--- src/rtl/mbox_pkg.sv ---
// Package: shared types for the mailbox doorbell unit.
// Assumes: word-addressed registers of four bytes.
package mbox_pkg;

    // Which address window an access falls into.
    typedef enum logic [1:0] {
        WIN_NONE = 2'd0,
        WIN_SET  = 2'd1,
        WIN_CLR  = 2'd2
    } win_e;

    // Byte offset bits below the word index.
    localparam int WORD_LSB = 2;

endpackage

--- src/rtl/mbox_addr_decode.sv ---
// Module: mbox_addr_decode
// Splits a byte offset into a window kind and a mailbox index.
// Assumes: both window bases are aligned to the window size. Any access
// that is not word aligned counts as unmapped.
module mbox_addr_decode
    import mbox_pkg::*;
#(
    parameter int ADDR_W = 8,
    parameter int NUM_BOX = 16,
    parameter logic [ADDR_W-1:0] SET_BASE = 8'h80,
    parameter logic [ADDR_W-1:0] CLR_BASE = 8'hC0
) (
    input  logic [ADDR_W-1:0]          addr,
    output win_e                       win,
    output logic [$clog2(NUM_BOX)-1:0] idx
);
    localparam int IDX_W = $clog2(NUM_BOX);
    localparam int TAG_LSB = IDX_W + WORD_LSB;

    logic aligned;
    logic set_tag_hit;
    logic clr_tag_hit;

    // Purpose: compare the high offset bits against each window base.
    always_comb begin
        aligned     = (addr[WORD_LSB-1:0] == '0);
        set_tag_hit = (addr[ADDR_W-1:TAG_LSB] == SET_BASE[ADDR_W-1:TAG_LSB]);
        clr_tag_hit = (addr[ADDR_W-1:TAG_LSB] == CLR_BASE[ADDR_W-1:TAG_LSB]);
        if (aligned && set_tag_hit)      win = WIN_SET;
        else if (aligned && clr_tag_hit) win = WIN_CLR;
        else                             win = WIN_NONE;
        idx = addr[TAG_LSB-1:WORD_LSB];
    end

endmodule

--- src/rtl/mbox_cell.sv ---
// Module: mbox_cell
// One mailbox register with set and clear masks and a level request output.
// Assumes: both masks may be nonzero together. The clear is applied first,
// then the set, so a bit in both masks ends up set.
module mbox_cell #(
    parameter int DATA_W = 32
) (
    input  logic              clk,
    input  logic              rst_n,
    input  logic [DATA_W-1:0] set_mask,
    input  logic [DATA_W-1:0] clr_mask,
    output logic [DATA_W-1:0] value_q,
    output logic              active
);

    // Purpose: hold the mailbox bits; clear first, then merge the set bits.
    always_ff @(posedge clk) begin
        if (!rst_n) value_q <= '0;
        else        value_q <= (value_q & ~clr_mask) | set_mask;
    end

    // Purpose: raise the level request while any bit is set.
    always_comb active = |value_q;

endmodule

--- src/rtl/mbox_read_mux.sv ---
// Module: mbox_read_mux
// Returns the contents of the addressed mailbox, or zero when unmapped.
// Assumes: the set and clear windows both alias the same storage.
module mbox_read_mux
    import mbox_pkg::*;
#(
    parameter int DATA_W = 32,
    parameter int NUM_BOX = 16
) (
    input  logic [NUM_BOX-1:0][DATA_W-1:0] values,
    input  win_e                           win,
    input  logic [$clog2(NUM_BOX)-1:0]     idx,
    output logic [DATA_W-1:0]              rdata
);

    // Purpose: pick one mailbox and force zero outside both windows.
    always_comb begin
        if (win == WIN_NONE) rdata = '0;
        else                 rdata = values[idx];
    end

endmodule

--- src/rtl/mbox_doorbell.sv ---
// Module: mbox_doorbell (top)
// Sixteen mailboxes, each with a write-ones-to-set address and a
// write-ones-to-clear address, plus a level request per mailbox.
// Assumes: single register port, reads are combinational on the address,
// writes take effect at the rising edge with reg_wr_en high.
module mbox_doorbell
    import mbox_pkg::*;
#(
    parameter int NUM_CORES = 4,
    parameter int BOXES_PER_CORE = 4,
    parameter int DATA_W = 32,
    parameter int ADDR_W = 8,
    parameter logic [ADDR_W-1:0] SET_BASE = 8'h80,
    parameter logic [ADDR_W-1:0] CLR_BASE = 8'hC0
) (
    input  logic                                clk,
    input  logic                                rst_n,
    input  logic [ADDR_W-1:0]                   reg_addr,
    input  logic                                reg_wr_en,
    input  logic [DATA_W-1:0]                   reg_wdata,
    output logic [DATA_W-1:0]                   reg_rdata,
    output logic [NUM_CORES*BOXES_PER_CORE-1:0] mbox_active
);
    localparam int NUM_BOX = NUM_CORES * BOXES_PER_CORE;
    localparam int IDX_W = $clog2(NUM_BOX);

    win_e                           acc_win;
    logic [IDX_W-1:0]               acc_idx;
    logic [NUM_BOX-1:0][DATA_W-1:0] box_q;
    logic [NUM_BOX-1:0][DATA_W-1:0] set_mask;
    logic [NUM_BOX-1:0][DATA_W-1:0] clr_mask;

    mbox_addr_decode #(
        .ADDR_W  (ADDR_W),
        .NUM_BOX (NUM_BOX),
        .SET_BASE(SET_BASE),
        .CLR_BASE(CLR_BASE)
    ) u_decode (
        .addr(reg_addr),
        .win (acc_win),
        .idx (acc_idx)
    );

    for (genvar b = 0; b < NUM_BOX; b++) begin : g_box
        logic sel;

        // Purpose: steer the write data into this mailbox's set or clear mask.
        always_comb begin
            sel         = reg_wr_en && (acc_idx == IDX_W'(b));
            set_mask[b] = (sel && acc_win == WIN_SET) ? reg_wdata : '0;
            clr_mask[b] = (sel && acc_win == WIN_CLR) ? reg_wdata : '0;
        end

        mbox_cell #(
            .DATA_W(DATA_W)
        ) u_cell (
            .clk     (clk),
            .rst_n   (rst_n),
            .set_mask(set_mask[b]),
            .clr_mask(clr_mask[b]),
            .value_q (box_q[b]),
            .active  (mbox_active[b])
        );
    end

    mbox_read_mux #(
        .DATA_W (DATA_W),
        .NUM_BOX(NUM_BOX)
    ) u_rmux (
        .values(box_q),
        .win   (acc_win),
        .idx   (acc_idx),
        .rdata (reg_rdata)
    );

endmodule

--- config.mk ---
export PLATFORM = sky130hd
export DESIGN_NAME = mbox_doorbell
export DESIGN_NICKNAME = d
export VERILOG_FILES = /design/src/rtl/mbox_pkg.sv /design/src/rtl/mbox_addr_decode.sv /design/src/rtl/mbox_cell.sv /design/src/rtl/mbox_read_mux.sv /design/src/rtl/mbox_doorbell.sv
export SDC_FILE = /design/constraint.sdc
export NUM_CORES = 1
export LEC_CHECK = 0
export BUFFER_PORTS_ARGS = -buffer_cell sky130_fd_sc_hd__buf_2
export CAP_MARGIN = 20
export CORE_AREA = 4 4 209 211
export DETAILED_ROUTE_END_ITERATION = 7
export DIE_AREA = 0 0 213 215
export MAX_ROUTING_LAYER = met4
export PLACE_DENSITY = 0.8
export SLEW_MARGIN = 10
export SYNTH_ARGS = -nofsm -noshare
export SYNTH_HDL_FRONTEND = slang
export SYNTH_SLANG_ARGS = --single-unit
--- constraint.sdc ---
create_clock -name clk -period 1.9 [get_ports clk]
set_clock_uncertainty 0.05 [all_clocks]
set_input_delay 0.285 -clock clk [delete_from_list [all_inputs] [get_ports clk]]
set_output_delay 0.285 -clock clk [all_outputs]
set_load 0.01 [all_outputs]
=== After elaboration in Yosys (flattened, before gate mapping) ===
Cells that the tools add are included.

* Input port bits: 43
* Flip-flop bits (word level): 512
* ROM bits: 0
* Memories kept: 0
* RAM bits: 0
* Output and inout bits: 48
* Latch bits: 0
* Logic and storage cells: 190

* Magnitude comparators: 1
* Div/mod/pow operators: 0
* Multiplexer cells: 37
* $add $sub $neg: 0
* Shift-type cells: 0
* Equal/unequal tests: 19
* $mul: 0
* Reduce and logical (&&, ||, !) cells: 69
* Bitwise operators: 48

{| class="wikitable"
|+ Operators with widths
! cell !! number
|-
| 2-to-1 mux 32 bit || 34
|-
| bitwise AND 32 bit || 16
|-
| NOT 32 bit || 16
|-
| OR 32 bit || 16
|-
| OR reduction 32 bit || 16
|-
| binary-select mux 32 bit (select 4 bit) || 1
|-
| logical AND 1 bit || 50
|-
| == test 4 bit (second input constant) || 8
|-
| == test 4 x 3 -> 1 bit (second input constant) || 4
|-
| == test 4 x 2 -> 1 bit (second input constant) || 2
|-
| == test 2 bit (second input constant) || 3
|-
| less-than comparator 4 x 5 -> 1 bit (second input constant) || 1
|-
| == test 4 x 1 -> 1 bit (second input constant) || 1
|-
| zero test 2 bit || 2
|-
| zero test 4 bit || 1
|-
| 2-to-1 mux 2 bit || 2
|-
| == test 2 x 1 -> 1 bit (second input constant) || 1
|}

=== Longest topological paths before layout ===
* Word-level depth: 10
* Depth in mapped cells: 7

=== Modules after synthesis ===
A second synthesis with hierarchy kept.

* Cell total of the unflattened synthesis: 3731
* Area, all modules: 29952.5 um^2

{| class="wikitable"
|+ By module, submodules not included
! module !! sequential area each (um^2) !! area an instance (um^2) !! instances !! cells an instance
|-
| mbox_cell || 640.6 || 1173.6 || 16 || 110
|-
| mbox_doorbell || 0.0 || 6596.3 || 1 || 1417
|-
| mbox_read_mux || 0.0 || 4520.6 || 1 || 548
|-
| mbox_addr_decode || 0.0 || 57.6 || 1 || 6
|}

=== Least setup slack after synthesis ===
No wires, ideal clock.

* Path type: in2out
* Start point: in reg_addr[2]
* End point: out reg_rdata[12]
* Required time: 1565 ps
* Data arrival time: 1498 ps
* Stages: 6
* Buffers on the path: 3
* Slack: 67 ps
* Cell sequence: buf_2 -> buf_6 -> buf_4 -> mux4_2 -> nand3_1 -> nand4_1

* Longest elaborated chain between the ends: 3

{| class="wikitable"
|+ Ends and longest elaborated chain
! item !! line !! text
|-
| from (decl) || mbox_doorbell.sv:18 || <nowiki>input logic [ADDR_W-1:0] reg_addr,</nowiki>
|-
| binary-select mux 32 bit (select 4 bit) || mbox_read_mux.sv:19 || <nowiki>else rdata = values[idx];</nowiki>
|-
| 2-to-1 mux 32 bit (not written as such) || mbox_read_mux.sv:19 ||
|-
| 2-to-1 mux 32 bit || mbox_read_mux.sv:18 || <nowiki>if (win == WIN_NONE) rdata = '0;</nowiki>
|-
| to (decl) || mbox_doorbell.sv:21 || <nowiki>output logic [DATA_W-1:0] reg_rdata,</nowiki>
|}

No other way between the ends. The select of a mux whose other input is x is not followed.

=== Worst setup path in the final report ===
* Start point: reg g_box[10].u_cell.value_q[13]
* End point: out mbox_active[10]

* Longest elaborated chain between the ends: 1

{| class="wikitable"
|+ Ends and longest elaborated chain
! item !! line !! text
|-
| from (decl) || mbox_cell.sv:12 || <nowiki>output logic [DATA_W-1:0] value_q,</nowiki>
|-
| from (signal assigned) || mbox_cell.sv:19 || <nowiki>else value_q <= (value_q & ~clr_mask) | set_mask;</nowiki>
|-
| OR reduction 32 bit || mbox_cell.sv:23 || <nowiki>always_comb active = |value_q;</nowiki>
|-
| to (decl) || mbox_doorbell.sv:22 || <nowiki>output logic [NUM_CORES*BOXES_PER_CORE-1:0] mbox_active</nowiki>
|}

No other way between the ends.

==> summary.txt <==
Flow run
  – Max-capacitance violation count: 0

Timing
  – Max-slew violation count: 0
  – Final Setup Violations: 48
  – Highest Clock Rate: 0.392 GHz
  – Max-slew headroom at the worst pin: 23.8%
  – Final Hold Viols: 0
  – Tmin final: 2.55 ns
  – Period Utilization, post-route: 134%
  – Actual slew at the worst max-slew pin: 1.14 ns
  – Fin worst setup slack: -0.651 ns
  – Setup tns final: -22.16 ns
  – RSZ-0062 raised after global routing: yes

Layout
  – Layout cells sized above 1: 34.0%
  – Most common cell after layout, fill and taps aside: o21ai_1
  – Area delta synth->final: 23.0%
  – Nets: 2793
  – Final Cell Area: 0.0322 sq mm
  – Max reg flops: 512
  – Reg with most FFs: g_box.u_cell.value_q
  – Final core utilization: 77.2%
  – Commonest non-fill, non-tap cells in the layout: o21ai_1 (500), o311ai_0 (484), dfxtp_1 (360), buf_4 (217), nand3_1 (178)
  – Top flop regs: g_box.u_cell.value_q (512)

Synth
  – Yosys warns: 0
  – Yosys cell types: 28
  – Mapped Nets: 2720
  – Post-Syn Instances: 2677
  – Sequential share of the synthesized area: 39.1%
  – Largest cells by area after synthesis: dfxtp_1 (39%), o311ai_0 (16%), mux4_2 (11%), o21ai_1 (9.6%), nand3_1 (4.3%)
  – Yosys reg bits: 512
  – Synth top area share: 39.1%
  – Synthesized area: 0.0262 sq mm
  – Avg Cell Area, Syn: 9.79 sq um
  – Leading area contributor after synthesis: dfxtp_1

Detailed routing
  – DRT Pass-1 Iters: 7
  – Drt total wl: 109 mm
  – Drt drc: 0
  – Number of DRC markers in iteration 0: 6289
  – Post-route ant nets: 0
  – Total vias in the final route: 28200
  – Average wire per standard cell: 32.7 um
  – Via/cell ratio: 8.43

Worst setup path
  – FF-to-FF path depth: 2
  – Critical path class: flop to primary output
  – Delay-heaviest family, CP: simple AND/OR/NAND/NOR gates
  – Setup crit start kind: flop
  – Critical-path cell list: nor4_4 -> buf_4 -> nand4_1 -> or2_4 -> buf_6
  – Crit-path slowest cell: or2_4
  – Reg-to-reg slack, setup: 0.90 ns
  – Crit-path max FO: 3
  – Crit path buf inv count: 2
  – Worst path max stage delay: 0.36 ns
  – Worst endpoint data arrival time: 2.22 ns
  – Worst Setup End Kind: primary output
  – WP depth: 5
  – Worst EP required: 1.56 ns

Die
  – I/O pins: 91
  – Die Ht: 215 um
  – Core area: 0.0418 sq mm
  – Row count: 75
  – Total die area: 0.0458 sq mm
  – Initial Util: 62.7%
  – Die Span X: 213 um

Global route
  – Vias in the first global route: 26500
  – Initial antenna violation count: 10
  – First-pass GRT wire length: 164 mm
  – GRT Residual Overflow: 0
  – Largest net degree at the start of global routing: 241
  – GRT Overall Usage: 46.9%

CTS
  – Worst-path clk slew: 0.07 ns
  – CTS Buffer Depth: 3
  – Cts hold-fix bufs: 0
  – TritonCTS clock tree: done
  – Clk root buf: clkbuf_16
  – TritonCTS buffer count: 54
  – H-tree depth: 2
  – Clock insertion delay at the later pin of the skew report: 0.61 ns
  – Sink Count: 512

Outcome
  – Run status: complete, but fails checks
  – Failing checks: negative setup slack

Placement
  – Routability-driven placement congestion ratio: 1.06
  – DP HPWL: 70.0 mm
  – Port bufs: 90
  – Area after DPL: 0.0285 sq mm

Hold path
  – Hold Crit Depth: 3
  – Min-Delay Path Class: primary input to flop

Pwr
  – IR drop worst, VDD: 0.712 mV
  – Leakage power: 10.4 nW
  – Pwr Density: 766 mW/mm^2
==> per-layer routing <==
layer	share of wire, %	track usage [%]	up-vias	wire length [um]
met2	41	63.2	2862	44800
li1	-	-	11400	-
met5	0	-	-	0
met1	36	63.5	13300	39400
met3	16	14.6	679	17800
met4	6.6	23.8	0	7260
==> where the power goes <==
part           total [mW]  switching [mW]  internal [mW]  leakage [nW]
Combinational        2.04            1.41          0.634          5.23
Sequential           10.7          0.0169           10.7          4.20
Clock                11.9            4.70           7.20         0.976
==> final cells by class <==
type	count	area, sq um
antenna	10	25.0
clock buffer	74	1590
clock inverter	26	392
fill	2713	9540
multi-input combinational	1761	15000
sequential	512	10500
tap	539	674
timing repair buffer	421	4090
==> cell families after synthesis <==
family	Yosys count	synth area share [%]
flops	512	39.1
mux	128	11.0
simple gates	609	15.0
compound gates	1024	26.9
buf+inv	404	8.01
==> worst register-to-register path, cell delays in order (launching register included) <==
cell	delay, ns
dfxtp_1	0.51
o311ai_0	0.22
o21ai_1	0.15
==> repair_timing <==
action | in CTS | in global routing
gates resized for setup | 344 | 69
setup buffers | 10 | 2
pin swaps | 144 | 55
endpoints found under the setup margin | 48 | 48
==> path summary, 6_finish.rpt <==
kind | start | end
worst min-delay path | rst_n | g_box[2].u_cell.value_q[26]
worst min register to register | g_box[11].u_cell.value_q[29] | g_box[11].u_cell.value_q[29]
worst max register to register | g_box[15].u_cell.value_q[9] | g_box[15].u_cell.value_q[9]
worst max-delay path | g_box[10].u_cell.value_q[13] | mbox_active[10]
==> Yosys cell counts <==
cell         n
nor4_1     128
nor4b_1      1
buf_6       45
nor2b_1      1
dfxtp_1    512
clkbuf_1   232
nand4_1     96
o311ai_1    28
nand2_1      1
o21ai_1    500
and3b_1      2
and3_1       1
buf_1       10
or2_2       16
nand2b_1     2
and2_1       1
buf_2       78
nand4bb_1   33
buf_4       39
or3b_1       2
nor3b_2      2
nand3_1    224
nand3b_1    34
o21ai_0     12
mux4_2     128
nand4b_1    64
or2_1        1
o311ai_0   484
==> per-stage QoR <==
step | setup slack, ns | power (mW) | instances | hold slack (ns)
6_report | -0.651 | 24.7 | 3343 | 0.0190
5_1_grt | -0.601 | 25.1 | 3343 | 0.0301
4_1_cts | -0.587 | 24.5 | 3331 | 0.00621
3_5_place_dp | -0.367 | 12.9 | 3222 | 0.441
3_3_place_gp | -0.373 | 12.8 | 3222 | 0.434
2_1_floorplan | 0.0670 | 12.1 | 2677 | 0.409
Power figures use the tool's default switching activity.
